**src/rtl/cfgi2c_pkg.sv**
```systemverilog
package cfgi2c_pkg;
    localparam int BYTE_W = 8;
    localparam logic [4:0] ADDR_HI = 5'b01101;  // upper bits of 0x34

    typedef enum logic [3:0] {
        ST_IDLE,
        ST_ADDR,
        ST_ACKA,
        ST_PTR,
        ST_ACKP,
        ST_WDAT,
        ST_ACKW,
        ST_RDAT,
        ST_RACK,
        ST_SKIP
    } link_state_t;
endpackage

```
**src/rtl/cfgi2c_sync.sv**
```systemverilog
module cfgi2c_sync #(
    parameter int STAGES = 2
) (
    input  logic clk,
    input  logic rst_n,
    input  logic scl_i,
    input  logic sda_i,
    output logic scl_s,
    output logic sda_s,
    output logic ev_rise,
    output logic ev_fall,
    output logic ev_start,
    output logic ev_stop
);
    logic [STAGES-1:0] scl_ff, sda_ff;
    logic scl_p, sda_p;

    always_ff @(posedge clk or negedge rst_n) begin
        if (!rst_n) begin
            scl_ff <= '1;
            sda_ff <= '1;
            scl_p  <= 1'b1;
            sda_p  <= 1'b1;
        end else begin
            scl_ff <= {scl_ff[STAGES-2:0], scl_i};
            sda_ff <= {sda_ff[STAGES-2:0], sda_i};
            scl_p  <= scl_ff[STAGES-1];
            sda_p  <= sda_ff[STAGES-1];
        end
    end

    assign scl_s    = scl_ff[STAGES-1];
    assign sda_s    = sda_ff[STAGES-1];
    assign ev_rise  = scl_s & ~scl_p;
    assign ev_fall  = ~scl_s & scl_p;
    assign ev_start = scl_s & scl_p & sda_p & ~sda_s;
    assign ev_stop  = scl_s & scl_p & ~sda_p & sda_s;
endmodule

```
**src/rtl/cfgi2c_link.sv**
```systemverilog
module cfgi2c_link
    import cfgi2c_pkg::*;
(
    input  logic              clk,
    input  logic              rst_n,
    input  logic              scl_s,
    input  logic              sda_s,
    input  logic              ev_rise,
    input  logic              ev_fall,
    input  logic              ev_start,
    input  logic              ev_stop,
    input  logic [6:0]        dev_addr,
    input  logic              lock_wr,
    input  logic              lock_all,
    output logic              sda_oe,
    output logic              wr_en,
    output logic [BYTE_W-1:0] wr_addr,
    output logic [BYTE_W-1:0] wr_data,
    output logic [BYTE_W-1:0] rd_addr,
    input  logic [BYTE_W-1:0] rd_data
);
    link_state_t state, nxt;
    logic [3:0]        cnt;
    logic [BYTE_W-1:0] sh, tx, ptr;
    logic              rw;

    wire byte_done = ev_fall && (cnt == 4'd8);
    wire addr_hit  = (sh[7:1] == dev_addr) && !lock_all;

    assign wr_addr = ptr;
    assign rd_addr = ptr;

    always_ff @(posedge clk or negedge rst_n) begin
        if (!rst_n) state <= ST_IDLE;
        else        state <= nxt;
    end

    always_comb begin
        nxt = state;
        if (ev_start)     nxt = ST_ADDR;
        else if (ev_stop) nxt = ST_IDLE;
        else begin
            unique case (state)
                ST_IDLE, ST_SKIP: nxt = state;
                ST_ADDR: if (byte_done) nxt = addr_hit ? ST_ACKA : ST_SKIP;
                ST_ACKA: if (ev_fall)   nxt = rw ? ST_RDAT : ST_PTR;
                ST_PTR:  if (byte_done) nxt = ST_ACKP;
                ST_ACKP: if (ev_fall)   nxt = ST_WDAT;
                ST_WDAT: if (byte_done) nxt = ST_ACKW;
                ST_ACKW: if (ev_fall)   nxt = ST_SKIP;
                ST_RDAT: if (ev_fall && cnt == 4'd7) nxt = ST_RACK;
                ST_RACK: if (ev_fall)   nxt = ST_SKIP;
                default: nxt = ST_IDLE;
            endcase
        end
    end

    always_ff @(posedge clk or negedge rst_n) begin
        if (!rst_n) begin
            cnt     <= '0;
            sh      <= '0;
            tx      <= '0;
            ptr     <= '0;
            rw      <= 1'b0;
            sda_oe  <= 1'b0;
            wr_en   <= 1'b0;
            wr_data <= '0;
        end else begin
            wr_en <= 1'b0;
            if (ev_start || ev_stop) begin
                cnt    <= '0;
                sda_oe <= 1'b0;
            end else begin
                unique case (state)
                    ST_ADDR, ST_PTR, ST_WDAT: begin
                        if (ev_rise && cnt != 4'd8) begin
                            sh  <= {sh[6:0], sda_s};
                            cnt <= cnt + 4'd1;
                        end else if (byte_done) begin
                            cnt <= '0;
                            if (state == ST_ADDR) begin
                                rw     <= sh[0];
                                sda_oe <= addr_hit;
                            end else if (state == ST_PTR) begin
                                ptr    <= sh;
                                sda_oe <= 1'b1;
                            end else begin
                                wr_data <= sh;
                                wr_en   <= !lock_wr;
                                sda_oe  <= !lock_wr;
                            end
                        end
                    end
                    ST_ACKA: if (ev_fall) begin
                        cnt    <= '0;
                        tx     <= rd_data;
                        sda_oe <= rw && !rd_data[7];
                    end
                    ST_ACKP, ST_ACKW, ST_RACK: if (ev_fall) sda_oe <= 1'b0;
                    ST_RDAT: if (ev_fall) begin
                        if (cnt == 4'd7) sda_oe <= 1'b0;
                        else begin
                            tx     <= {tx[6:0], 1'b0};
                            sda_oe <= !tx[6];
                            cnt    <= cnt + 4'd1;
                        end
                    end
                    default: ;
                endcase
            end
        end
    end

    // the data line enable never moves during an SCL high phase
    a_r13_sda_stable_scl_high: assert property (@(posedge clk) disable iff (!rst_n)
        (scl_s && $past(scl_s)) |-> $stable(sda_oe));

    // an address acknowledge never happens under the full lock
    a_r11_deaf_under_lock: assert property (@(posedge clk) disable iff (!rst_n)
        (state == ST_ACKA) |-> !lock_all);
endmodule

```
**src/rtl/cfgi2c_regs.sv**
```systemverilog
module cfgi2c_regs
    import cfgi2c_pkg::*;
#(
    parameter int              NG        = 4,
    parameter int              GW        = 5,
    parameter logic [7:0]      VENDOR_ID = 8'h4F,
    parameter logic [7:0]      DEVICE_ID = 8'h2D,
    parameter logic [7:0]      BUS_BASE  = 8'h10,
    parameter logic [7:0]      SHT_BASE  = 8'h20
) (
    input  logic              clk,
    input  logic              rst_n,
    input  logic              wr_en,
    input  logic [BYTE_W-1:0] wr_addr,
    input  logic [BYTE_W-1:0] wr_data,
    input  logic [BYTE_W-1:0] rd_addr,
    output logic [BYTE_W-1:0] rd_data,
    input  logic              en_n,
    input  logic              seq_start,
    output logic [7:0]        seq_chan,
    output logic [7:0]        seq_skip,
    output logic              seq_alt,
    output logic [1:0]        amp_offset,
    output logic [3:0]        amp_cm,
    output logic              tmo_off,
    output logic [NG*GW-1:0]  bus_gain,
    output logic [NG*GW-1:0]  shunt_gain,
    output logic              lock_wr,
    output logic              lock_all
);
    logic [7:0]    chan_q, skip_q;
    logic          alt_q, tmo_q, en_q;
    logic [1:0]    off_q, lock_q;
    logic [3:0]    cm_q;
    logic [GW-1:0] bg_q [NG];
    logic [GW-1:0] sg_q [NG];

    wire commit = (en_q && !en_n) || (!en_n && seq_start);

    always_ff @(posedge clk or negedge rst_n) begin
        if (!rst_n) begin
            chan_q <= 8'h0F;
            skip_q <= '0;
            alt_q  <= 1'b0;
            off_q  <= '0;
            cm_q   <= 4'h7;
            tmo_q  <= 1'b0;
            lock_q <= '0;
            for (int i = 0; i < NG; i++) begin
                bg_q[i] <= '0;
                sg_q[i] <= '0;
            end
        end else if (wr_en) begin
            unique case (wr_addr)
                8'h04:   chan_q <= wr_data & 8'hBF;
                8'h05:   skip_q <= wr_data;
                8'h06:   alt_q  <= wr_data[7];
                8'h07:   off_q  <= wr_data[1:0];
                8'h08:   cm_q   <= wr_data[3:0];
                8'h0F:   tmo_q  <= wr_data[7];
                8'h24:   lock_q <= lock_q | wr_data[1:0];
                default: ;
            endcase
            for (int i = 0; i < NG; i++) begin
                if (wr_addr == BUS_BASE + 8'(i)) bg_q[i] <= wr_data[GW:1];
                if (wr_addr == SHT_BASE + 8'(i)) sg_q[i] <= wr_data[GW:1];
            end
        end
    end

    always_ff @(posedge clk or negedge rst_n) begin
        if (!rst_n) begin
            en_q     <= 1'b1;
            seq_chan <= 8'h0F;
            seq_skip <= '0;
            seq_alt  <= 1'b0;
        end else begin
            en_q <= en_n;
            if (commit) begin
                seq_chan <= chan_q;
                seq_skip <= skip_q;
                seq_alt  <= alt_q;
            end
        end
    end

    always_comb begin
        rd_data = '0;
        unique case (rd_addr)
            8'h00:   rd_data = VENDOR_ID;
            8'h01:   rd_data = DEVICE_ID;
            8'h04:   rd_data = chan_q;
            8'h05:   rd_data = skip_q;
            8'h06:   rd_data = {alt_q, 7'b0};
            8'h07:   rd_data = {6'b0, off_q};
            8'h08:   rd_data = {4'b0, cm_q};
            8'h0F:   rd_data = {tmo_q, 7'b0};
            8'h24:   rd_data = {6'b0, lock_q};
            default: ;
        endcase
        for (int i = 0; i < NG; i++) begin
            if (rd_addr == BUS_BASE + 8'(i)) rd_data = {{(7-GW){1'b0}}, bg_q[i], 1'b0};
            if (rd_addr == SHT_BASE + 8'(i)) rd_data = {{(7-GW){1'b0}}, sg_q[i], 1'b0};
        end
    end

    for (genvar g = 0; g < NG; g++) begin : g_gain_out
        assign bus_gain[g*GW +: GW]   = bg_q[g];
        assign shunt_gain[g*GW +: GW] = sg_q[g];
    end

    assign amp_offset = off_q;
    assign amp_cm     = cm_q;
    assign tmo_off    = tmo_q;
    assign lock_wr    = lock_q[1];
    assign lock_all   = lock_q[0];

    // lock levels never drop once set
    a_r10_lock_sticky: assert property (@(posedge clk) disable iff (!rst_n)
        $past(lock_q[1]) |-> lock_q[1]);
    a_r11_lock_sticky: assert property (@(posedge clk) disable iff (!rst_n)
        $past(lock_q[0]) |-> lock_q[0]);
    // immediate settings move only after a write strobe from the bus engine
    a_r7_imm_only_on_write: assert property (@(posedge clk) disable iff (!rst_n)
        !$past(wr_en) |-> ($stable(off_q) && $stable(cm_q) && $stable(tmo_q)));
    // sequencer view frozen while disabled
    a_r8_hold_while_disabled: assert property (@(posedge clk) disable iff (!rst_n)
        $past(en_n) |-> ($stable(seq_chan) && $stable(seq_skip) && $stable(seq_alt)));
endmodule

```
**src/rtl/cfgi2c_target.sv**
```systemverilog
module cfgi2c_target
    import cfgi2c_pkg::*;
#(
    parameter int SYNC_STAGES = 2,
    parameter int NUM_GAIN    = 4,
    parameter int GAIN_W      = 5
) (
    input  logic                       clk,
    input  logic                       rst_n,
    input  logic                       scl_i,
    input  logic                       sda_i,
    output logic                       sda_oe,
    input  logic [1:0]                 adr_sel,
    input  logic                       en_n,
    input  logic                       seq_start,
    output logic [7:0]                 seq_chan,
    output logic [7:0]                 seq_skip,
    output logic                       seq_alt,
    output logic [1:0]                 amp_offset,
    output logic [3:0]                 amp_cm,
    output logic                       tmo_off,
    output logic [NUM_GAIN*GAIN_W-1:0] bus_gain,
    output logic [NUM_GAIN*GAIN_W-1:0] shunt_gain,
    output logic                       lock_wr,
    output logic                       lock_all
);
    logic scl_s, sda_s, ev_rise, ev_fall, ev_start, ev_stop, wr_en;
    logic [BYTE_W-1:0] wr_addr, wr_data, rd_addr, rd_data;

    cfgi2c_sync #(.STAGES(SYNC_STAGES)) u_sync (
        .clk(clk), .rst_n(rst_n), .scl_i(scl_i), .sda_i(sda_i),
        .scl_s(scl_s), .sda_s(sda_s), .ev_rise(ev_rise), .ev_fall(ev_fall),
        .ev_start(ev_start), .ev_stop(ev_stop)
    );

    cfgi2c_link u_link (
        .clk(clk), .rst_n(rst_n), .scl_s(scl_s), .sda_s(sda_s),
        .ev_rise(ev_rise), .ev_fall(ev_fall), .ev_start(ev_start), .ev_stop(ev_stop),
        .dev_addr({ADDR_HI, adr_sel}), .lock_wr(lock_wr), .lock_all(lock_all),
        .sda_oe(sda_oe), .wr_en(wr_en), .wr_addr(wr_addr), .wr_data(wr_data),
        .rd_addr(rd_addr), .rd_data(rd_data)
    );

    cfgi2c_regs #(.NG(NUM_GAIN), .GW(GAIN_W)) u_regs (
        .clk(clk), .rst_n(rst_n), .wr_en(wr_en), .wr_addr(wr_addr), .wr_data(wr_data),
        .rd_addr(rd_addr), .rd_data(rd_data), .en_n(en_n), .seq_start(seq_start),
        .seq_chan(seq_chan), .seq_skip(seq_skip), .seq_alt(seq_alt),
        .amp_offset(amp_offset), .amp_cm(amp_cm), .tmo_off(tmo_off),
        .bus_gain(bus_gain), .shunt_gain(shunt_gain),
        .lock_wr(lock_wr), .lock_all(lock_all)
    );
endmodule

```
**config.mk**
```make
export PLATFORM = sky130hd
export DESIGN_NAME = cfgi2c_target
export DESIGN_NICKNAME = d
export VERILOG_FILES = /design/src/rtl/cfgi2c_pkg.sv /design/src/rtl/cfgi2c_sync.sv /design/src/rtl/cfgi2c_link.sv /design/src/rtl/cfgi2c_regs.sv /design/src/rtl/cfgi2c_target.sv
export SDC_FILE = /design/constraint.sdc
export NUM_CORES = 1
export LEC_CHECK = 0
export BUFFER_PORTS_ARGS = -buffer_cell sky130_fd_sc_hd__clkbuf_2
export CAP_MARGIN = 20
export CORE_ASPECT_RATIO = 0.6
export CORE_UTILIZATION = 55
export CTS_BUF_LIST = sky130_fd_sc_hd__clkbuf_4 sky130_fd_sc_hd__clkbuf_8 sky130_fd_sc_hd__clkbuf_16
export CTS_CLUSTER_SIZE = 20
export DETAILED_ROUTE_END_ITERATION = 16
export HOLD_SLACK_MARGIN = 0.05
export PLACE_DENSITY_LB_ADDON = 0.05
export SLEW_MARGIN = 10
export SYNTH_ARGS = -nofsm -noshare
export SYNTH_HDL_FRONTEND = slang
export SYNTH_SLANG_ARGS = --single-unit
```
**constraint.sdc**
```tcl
create_clock -name clk -period 2.5 [get_ports clk]
set_input_delay 0.125 -clock clk [delete_from_list [all_inputs] [get_ports clk]]
set_output_delay 0.125 -clock clk [all_outputs]
set_load 0.005 [all_outputs]
```
==> Word-level counts from Yosys, hierarchy flattened <==
Cells that the tools add are included.
{ "totals": {"regBits": 130, "out_inout_bits": 67, "in_bits": 8, "elab_cells": 190} }
{ "op_classes": {"n_bitwise": 16, "n_eq_ne": 47, "n_mux": 48, "addsub": 1, "n_reduce_logical": 46} }
{ "op_table": {"columns": ["operator", "n"], "rows": [
  ["case mux 8 bit (9 select lines)", 1],
  ["2-to-1 mux 4 bit", 16],
  ["2-to-1 mux 8 bit", 8],
  ["== test 8 x 6 -> 1 bit (second input constant)", 5],
  ["== test 8 x 3 -> 1 bit (second input constant)", 4],
  ["== test 8 x 5 -> 1 bit (second input constant)", 4],
  ["inequality test 4 x 1 -> 1 bit (second input constant)", 8],
  ["case mux 4 bit (8 select lines)", 1],
  ["AND reduction 2 bit", 15],
  ["2-to-1 mux 7 bit", 3],
  ["== test 4 x 3 -> 1 bit (second input constant)", 5],
  ["AND reduction 6 bit", 3],
  ["== test 8 x 4 -> 1 bit (second input constant)", 2],
  ["2-to-1 mux 1 bit", 15],
  ["inequality test 3 x 1 -> 1 bit (second input constant)", 5],
  ["AND reduction 5 bit", 3],
  ["case mux 7 bit (2 select lines)", 1],
  ["== test 4 bit (second input constant)", 3],
  ["case mux 4 bit (3 select lines)", 1],
  ["== test 4 x 2 -> 1 bit (second input constant)", 2],
  ["== test 8 x 1 -> 1 bit (second input constant)", 1],
  ["zero test 8 bit", 1],
  ["NOT 1 bit", 8],
  ["AND reduction 8 bit", 1],
  ["other kinds (22)", 42]
]} }

==> Depth between registers and ports, before layout <==
Gate-level depths: netlist (run 1).
{ "depth": {"word_depth": 15, "mapped_depth": 8, "depth_no_buf": 7} }

==> Cells and area by module <==
Synthesis (run 1) repeated with hierarchy kept, for this count alone.
{ "hier_totals": {"cells_unflattened": 572, "hier_area_um2": 6557.5} }
{ "by_module_without_submodules": {"columns": ["mod", "area_each_um2", "n_inst", "cells_each"], "rows": [
  ["cfgi2c_regs", 4156.5, 1, 356],
  ["cfgi2c_link", 2203.4, 1, 204],
  ["cfgi2c_sync", 190.2, 1, 10],
  ["cfgi2c_target", 7.5, 1, 2]
]} }

==> Worst setup path after synthesis (run 1) <==
No wires, ideal clock.
{ "synth_path": {"path_kind": "flip-flop to flip-flop", "startpoint": "register u_link.cnt[0]", "endpoint": "register u_link.cnt[2]", "arrival_time_ps": 1963, "setup_ps": 104, "slack_ps": 433, "stages_incl_launch_ff": 8, "period_less_slack_ps": 2067, "path_cell_list": "dfrtp_1 inv_1 ha_1 nand3b_4 or2_4 a41o_1 or4b_4 o311ai_1"} }
{ "synth_between": {"elab_chain_cells": 5} }
{ "synth_rtl": {"columns": ["item", "line", "text"], "rows": [
  ["start, declared", "cfgi2c_link.sv:23", "logic [3:0] cnt;"],
  ["start signal, assigned", "cfgi2c_link.sv:78", "cnt <= cnt + 4'd1;"],
  ["start signal, assigned", "cfgi2c_link.sv:105", "cnt <= cnt + 4'd1;"],
  ["adder 4 x 1 -> 4 bit / inequality test 4 bit (equally long branches)", "cfgi2c_link.sv:78, cfgi2c_link.sv:105, cfgi2c_link.sv:76", null],
  ["2-to-1 mux 4 bit / logical AND 1 bit (equally long branches)", "cfgi2c_link.sv:101, cfgi2c_link.sv:76", null],
  ["2-to-1 mux 4 bit (on tied branches)", "cfgi2c_link.sv:100, cfgi2c_link.sv:76", null],
  ["case mux 4 bit (3 select lines)", "cfgi2c_link.sv:74", "unique case (state)"],
  ["2-to-1 mux 4 bit", "cfgi2c_link.sv:70", "if (ev_start || ev_stop) begin"]
]} }
Several ways; a longest one is shown, not always the timed one. The select of a mux whose other input is x is not followed.
A chain may end at the register's enable or synchronous reset.

==> Worst setup path in the final report (run 1) <==
{ "layout_path": {"startpoint": "register u_link.state[1]", "endpoint": "register u_link.tx[1]"} }
{ "layout_between": {"elab_chain_cells": 3} }
{ "layout_rtl": {"columns": ["item", "line", "text"], "rows": [
  ["start, declared", "cfgi2c_link.sv:22", "link_state_t state, nxt;"],
  ["start signal, assigned", "cfgi2c_link.sv:35", "else state <= nxt;"],
  ["== test 4 x 3 -> 1 bit / == test 4 x 2 -> 1 bit (equally long branches)", "cfgi2c_link.sv:74", null],
  ["inequality test 2 x 1 -> 1 bit (no line) (tied with other cells)", null, null],
  ["AND reduction 5 bit (no line)", null, null],
  ["end signal, assigned", "cfgi2c_link.sv:96", "tx <= rd_data;"],
  ["end signal, assigned", "cfgi2c_link.sv:103", "tx <= {tx[6:0], 1'b0};"],
  ["end, declared", "cfgi2c_link.sv:24", "logic [BYTE_W-1:0] sh, tx, ptr;"]
]} }
Several ways; a longest one is shown, not always the timed one.

==> results of run 1 <==
Yosys cell counts (3+ instances only):
library cell  instances
nor2_1               17
buf_2                10
o22ai_1              15
nand3b_1              4
nand4_1              12
o31ai_1               3
or2_2                 3
nor2b_1               9
dfstp_2              18
mux2_2              103
nand2_1              33
a211o_1               3
nand3_1              14
a2111o_1              3
clkbuf_1             27
nand2b_1              5
a32oi_1               3
dfrtp_1             112
a22oi_1               9
a31oi_1               3
or3_1                 3
nor3_1               13
mux2i_1              13
nand2_2               3
o21ai_0              17
a21oi_1              23
inv_1                15
o211ai_1              5
a2bb2oi_1             3
nand4b_1              4
layout make-up:
class	count	area (sq um)	area share [%]
Clock buffer	19	446.7	5.717
Clock inverter	13	136.4	1.746
Inverter	15	56.30	0.7207
Multi-Input combinational cell	385	3052	39.06
Sequential cell	130	3276	41.93
Tap cell	160	200.2	2.562
Timing Repair Buffer	107	645.6	8.264
logic make-up (layout without fill, tap and decap cells):
group           Yosys count  count (layout)  share of synthesized area, %
xor+xnor                  4               4                        0.5352
compound gates          115             115                         12.19
mux                     116             116                         19.70
simple gates            147             147                         13.64
buf+inv                  54             154                         3.459
fa+ha+maj                 2               2                        0.3821
flops                   130             130                         50.03
other cells               1               1                       0.05727
per-stage QoR:
step           cells  area [sq um]  hold WS, ns  utilization (%)
2_1_floorplan    569          6548      -0.1706                -
3_3_place_gp     793          7189      0.03487            62.80
3_5_place_dp     793          7189      0.03659            62.80
4_1_cts          829          7812       0.1607            68.24
5_1_grt          829          7812       0.1656            68.24
6_report         829          7812       0.1570            68.24
per-layer routing:
layer  global-route usage, %  share of wire [%]  vias up
li1                        -                  -     2310
met1                   49.00                 48     2663
met2                   42.69                 41      328
met3                   8.122                9.4       31
met4                   8.602                1.3        0
met5                       0                  0        -
cells in the final DEF, fill, tap and decap left out, types with 4 or more instances in the layout:
| cell | count |
|---|---|
| a21oi_1 | 23 |
| a22oi_1 | 9 |
| buf_4 | 30 |
| clkbuf_16 | 17 |
| clkbuf_2 | 72 |
| clkinv_2 | 4 |
| clkinvlp_4 | 4 |
| dfrtp_1 | 112 |
| dfstp_2 | 18 |
| dlygate4sd3_1 | 4 |
| inv_1 | 15 |
| mux2_2 | 103 |
| mux2i_1 | 13 |
| nand2_1 | 33 |
| nand2b_1 | 5 |
| nand3_1 | 14 |
| nand3b_1 | 4 |
| nand4_1 | 12 |
| nand4b_1 | 4 |
| nor2_1 | 17 |
| nor2b_1 | 9 |
| nor3_1 | 13 |
| o211ai_1 | 5 |
| o21ai_0 | 17 |
| o22ai_1 | 15 |
how the worst min path moves through the flow:
| stage | end | start | slack, ns | depth (start not counted) |
|---|---|---|---|---|
| final | u_regs.seq_chan[4]$_DFFE_PN0P_ | rst_n | 0.16 | 2 |
| after detailed placement | u_regs.seq_chan[4]$_DFFE_PN0P_ | rst_n | 0.04 | 1 |
| after global placement | u_regs.seq_chan[4]$_DFFE_PN0P_ | rst_n | 0.03 | 1 |
| after global routing | u_regs.seq_chan[4]$_DFFE_PN0P_ | rst_n | 0.17 | 2 |
| after floorplan | u_link.cnt[0]$_DFFE_PN0P_ | rst_n | -0.17 | 0 |
| after CTS | u_regs.seq_skip[4]$_DFFE_PN0P_ | rst_n | 0.16 | 2 |
worst register-to-register path: stages, from the launching register on:
cell and delay [ns]:
dfrtp_1 0.65, nor3b_1 0.53, and3_1 0.36, o21ai_0 0.23, o41ai_1 0.36, nor2_1 0.08
power breakdown:
part           switching (mW)  internal [mW]
Combinational           0.301          0.219
Clock                   0.951           1.50
Sequential              0.112           2.18
Total                    1.36           3.90
state kept, by name, indices dropped and copies added, names as in the netlist, 8 cells and up:
register           cells
u_regs.seq_skip        8
u_link.rd_addr         8
u_link.wr_data         8
u_regs.bus_gain       20
u_link.sh              8
u_regs.skip_q          8
u_regs.shunt_gain     20
timing repair:
item	CTS	global route
hold buffers	4	0
endpoints found under the hold margin	119	0
endpoints found under the setup margin	0	0
==> metrics.md, run 1 <==
| Metric | Value |
|---|---|
| Maximum VDD drop | `0.4572 mV` |
| Number of diodes | `0` |
| Pwr/cell area | `673.9 mW/mm^2` |
| Largest net degree at the start of global routing | `56` |
| CTS clk-pin slew, worst paths | `0.06 ns` |
| Drt first pass iters | `5` |
| Initial Util | `57.19%` |
| Setup WS pre-CTS | `0.2836 ns` |
| Fin crit share | `93.33%` |
| Static Leak | `3.667 nW` |
| Num ports | `75` |
| Yosys reg bits | `130` |
| CTS Sinks | `130` |
| Setup Fix Bufs, Post-CTS | `0` |
| CP endpoint kind | `flop` |
| DRC | `0` |
| Detail Route Antenna Nets | `0` |
| Reg-to-Reg End | `u_link.tx[1]$_DFFE_PN0P_` |
| Clock tree buffer depth | `2` |
| Synth warnings | `0` |
| Synth Cell Area | `0.006548 sq mm` |
| Die Y | `86.52 um` |
| Area growth syn-to-layout | `19.32%` |
| Dominant cells by area after synthesis | `dfrtp_1 43%, mux2_2 18%, dfstp_2 7.2%` |
| Worst Path Arrival | `2.62 ns` |
| # rows | `30` |
| PostCTS Resize Cnt | `0` |
| Synth Flop Type | `dfrtp_1` |
| Worst-path cell chain | `nor3b_1 -> and3_1 -> o21ai_0 -> o41ai_1 -> nor2_1` |
| Setup crit start kind | `flop` |
| Worst-Skew Late Latency | `0.41 ns` |
| Filler cells | `860` |
| Full die area | `0.01236 sq mm` |
| CTS root buffer | `clkbuf_16` |
| Layout Nets | `666` |
| CTS Buf Count | `17` |
| DR vias/cell | `6.432` |
| IO Port Bufs | `73` |
| Worst hold path type | `primary input to asynchronous set/reset pin` |
| Critical path peak fanout | `14` |
| Outcome | `completed` |
| First-pass GRT wire length | `28,580 um` |
| CP Capture Point | `u_link.tx[1]$_DFFE_PN0P_` |
| Family with the most delay on the worst path | `simple AND/OR/NAND/NOR gates` |
| Req. time, crit path | `2.78 ns` |
| Vias in the first global route | `5,037` |
| Setup TNS | `0 ns` |
| WP depth | `5` |
| Unique cell type count in the Yosys netlist | `80` |
| Max-slew violations | `0` |
| Final worst setup slack | `0.1669 ns` |
| Post-layout min period | `2.333 ns` |
| CP max stage cell | `dfrtp_1` |
| Final Skew | `0.007141 ns` |
| Overflow after GRT | `0` |
| Die W | `142.9 um` |
| Synth Net Count | `579` |
| Async set-reset flop share out of synthesis | `100.0%` |
| Syn Area/Cell | `11.51 sq um` |
| CTS tree | `yes` |
| Hpwl dp | `13,240 um` |
| Synth Instances | `569` |
| Initial antenna violation count | `0` |
| Final Hold Fails | `0` |
| R2R setup slack | `0.17 ns` |
| Largest area contributor in the netlist | `dfrtp_1` |
| Register-to-Register Path Depth | `5` |
| Slowest stage delay, CP | `0.65 ns` |
| Layout cell share with drive strength beyond 1 | `41.85%` |
| Number of synthesized flops with an enable pin | `0` |
| Overall Power | `5.265 mW` |
| Worst-margin pin slew | `0.6441 ns` |
| Crit path kind | `flop to flop` |
| Critical path buffers and inverters | `0` |
| Seq/Total Area, Yosys | `50.03%` |
| Max cap viols | `0` |
| Core ar. | `0.01145 sq mm` |
| Slew headroom | `56.66%` |
| 1st-iter DRT viols | `444` |
| Fmax | `0.4286 GHz` |
| Post-DR wirelength/cell | `21.91 um` |
| R2r startpoint | `u_link.state[1]$_DFFE_PN0P_` |
| GR Util All Layers | `31.45%` |
| Synth top area share | `42.81%` |
| Critical Path Source | `u_link.state[1]$_DFFE_PN0P_` |
| RSZ-0062 raised after global routing | `false` |
| Final wirelength | `18,170 um` |
| GPL Wtd Cong | `0.9301` |
| Vias | `5,332` |
| H-tree depth | `4` |
| Finish-stage setup viols | `0` |
(Power assumes the default switching activity.)
==> inputs of run 2 (changes only) <==
SYNTH_HIERARCHICAL = 1   (was default)
==> metrics.md, run 2 <==
| Metric | Value |
|---|---|
| CTS Sinks | `130` |
| Synth warnings | `6` |
| Finish-stage setup viols | `0` |
| Overflow after GRT | `0` |
| Fmax | `0.4116 GHz` |
| Setup Fix Bufs, Post-CTS | `0` |
| Number of diodes | `0` |
| GR Util All Layers | `30.44%` |
| DR vias/cell | `6.041` |
| Dominant cells by area after synthesis | `dfrtp_1 43%, mux2_2 17%, dfstp_2 7.2%` |
| Final wirelength | `17,500 um` |
| Largest net degree at the start of global routing | `59` |
| Full die area | `0.01238 sq mm` |
| Reg-to-Reg End | `u_link/tx[3]$_DFFE_PN0P_` |
| Setup crit start kind | `flop` |
| Synth Cell Area | `0.006558 sq mm` |
| Initial antenna violation count | `0` |
| Async set-reset flop share out of synthesis | `100.0%` |
| Layout cell share with drive strength beyond 1 | `39.97%` |
| Synth Instances | `572` |
| Outcome | `completed` |
| H-tree depth | `4` |
| Req. time, crit path | `2.77 ns` |
| Final Skew | `0.01270 ns` |
| CP max stage cell | `or4b_4` |
| Layout Nets | `675` |
| Maximum VDD drop | `0.4743 mV` |
| CP most frequent cell | `o21ai_0` |
| RSZ-0062 raised after global routing | `false` |
| CTS root buffer | `clkbuf_16` |
| Max-slew violations | `0` |
| Worst-Skew Late Latency | `0.42 ns` |
| Clock tree buffer depth | `2` |
| Num ports | `75` |
| Pwr/cell area | `672.8 mW/mm^2` |
| R2r startpoint | `u_link/rd_addr[7]$_DFFE_PN0P_` |
| Detail Route Antenna Nets | `0` |
| Max cap viols | `0` |
| Final hold slack | `0.2769 ns` |
| DRC | `0` |
| Most frequent cells in the layout | `112 x dfrtp_1, 101 x mux2_2, 72 x clkbuf_2` |
| Largest area contributor in the netlist | `dfrtp_1` |
| WP depth | `7` |
| First-pass GRT wire length | `27,660 um` |
| CP endpoint kind | `flop` |
| Core ar. | `0.01145 sq mm` |
| Critical path peak fanout | `10` |
| Area growth syn-to-layout | `19.86%` |
| Yosys reg bits | `130` |
| Most frequent cell after synthesis | `dfrtp_1` |
| Slew headroom | `44.47%` |
| Hpwl dp | `12,600 um` |
| Vias | `5,062` |
| Syn Area/Cell | `11.46 sq um` |
| GPL Wtd Cong | `0.9381` |
| Initial Util | `57.28%` |
| 1st-iter DRT viols | `439` |
| Drt first pass iters | `5` |
| Unique cell type count in the Yosys netlist | `75` |
| Setup TNS | `0 ns` |
| Fin crit share | `97.18%` |
| Synth Flop Type | `dfrtp_1` |
| Die W | `143.0 um` |
| Seq/Total Area, Yosys | `49.95%` |
| # rows | `30` |
| Static Leak | `3.790 nW` |
| CTS Buf Count | `17` |
| IO Port Bufs | `73` |
| Top cells by count, synth | `112 x dfrtp_1, 101 x mux2_2, 41 x nand2_1` |
| Number of synthesized flops with an enable pin | `0` |
| Crit path kind | `flop to flop` |
| R2R setup slack | `0.07 ns` |
| Vias in the first global route | `4,829` |
| Post-layout min period | `2.429 ns` |
| Register-to-Register Path Depth | `7` |
| Slowest stage delay, CP | `0.65 ns` |
| Worst hold path type | `primary input to asynchronous set/reset pin` |
| Most common cell after layout, fill and taps aside | `dfrtp_1` |
| CP Capture Point | `u_link/tx[3]$_DFFE_PN0P_` |
| Synth top area share | `42.74%` |
| Family with the most delay on the worst path | `compound AO/OA/AOI/OAI gates` |
| Critical Path Source | `u_link/rd_addr[7]$_DFFE_PN0P_` |
| Worst-path cell chain | `or4b_4 -> o21ai_0 -> a21oi_1 -> o22ai_1 -> a22oi_1 -> mux2i_1 -> o21ai_0` |
| Critical path buffers and inverters | `0` |
| CTS tree | `yes` |
| CTS clk-pin slew, worst paths | `0.06 ns` |
| Final Hold Fails | `0` |
| Post-DR wirelength/cell | `20.89 um` |
| Worst Path Arrival | `2.70 ns` |
| Worst-margin pin slew | `0.8311 ns` |
| Die Y | `86.58 um` |
==> run 2: changes by cell type after synthesis, sizes merged, moves of 7 or more <==
cell    before  now
clkbuf      27   14
buf         12   24
o21ai       17   27
nand4       12    3
nor2        17   25
nor3        15    7
o22ai       15    7
and3         2    9
==> run 2: cell families after synthesis <==
| kind of cell | count (synthesis) | share of synthesized area [%] |
|---|---|---|
| simple gates | 159 | 14.21 |
| flops | 130 | 49.95 |
| mux | 115 | 19.58 |
| compound gates | 107 | 10.91 |
| buf+inv | 48 | 3.720 |
| xor+xnor | 8 | 1.069 |
| other cells | 3 | 0.1717 |
| fa+ha+maj | 2 | 0.3815 |
==> run 2: final cells by class <==
cell class	count	area (sq um)
clock inverter	14	143.9
clock buffer	18	432.9
sequential	130	3276
inverter	10	37.54
fill	840	3588
tap	160	200.2
multi-input combinational	397	3072
timing repair buffer	109	698.2
==> run 2: worst min path at each step <==
stage | depth (start not counted) | slack, ns | end | from
finish | 2 | 0.28 | u_regs/seq_skip[0]$_DFFE_PN0P_ | rst_n
global route | 2 | 0.33 | u_regs/seq_skip[0]$_DFFE_PN0P_ | rst_n
CTS | 2 | 0.30 | u_regs/seq_skip[6]$_DFFE_PN0P_ | rst_n
detailed placement | 1 | 0.18 | u_regs/seq_skip[0]$_DFFE_PN0P_ | rst_n
global placement | 1 | 0.17 | u_regs/seq_skip[0]$_DFFE_PN0P_ | rst_n
floorplan | 0 | -0.17 | u_link/cnt[0]$_DFFE_PN0P_ | rst_n
==> run 2: metrics by stage <==
| stage | area (sq um) | total power, mW | setup slack [ns] | instances | util (%) |
|---|---|---|---|---|---|
| floorplan | 6569 | 2.687 | 0.5023 | 575 | - |
| global placement | 7227 | 2.872 | 0.06058 | 802 | 63.13 |
| detailed placement | 7227 | 2.889 | 0.06634 | 802 | 63.13 |
| CTS | 7844 | 5.315 | 0.05052 | 838 | 68.51 |
| global route | 7860 | 5.489 | 0.01147 | 838 | 68.66 |
| finish | 7860 | 5.288 | 0.07057 | 838 | 68.66 |
==> run 2: what timing repair did <==
item                                    CTS  global route
endpoints found under the hold margin    36             0
endpoints found under the setup margin    0             3
resized for setup                         0             3
hold buffers                              4             0
==> run 2: power breakdown <==
group          leakage [nW]  internal, mW  switching (mW)
logic                  1.78         0.239           0.301
registers              1.74          2.20           0.133
clock network         0.272          1.41            1.00
total                  3.79          3.85            1.44
==> run 2: routing by layer <==
metal	up-vias	GRT usage, %	share of wire, %
li1	2295	-	-
met1	2528	47.61	50
met2	219	42.84	42
met3	20	5.856	6.4
met4	0	7.918	1.3
met5	-	0	0
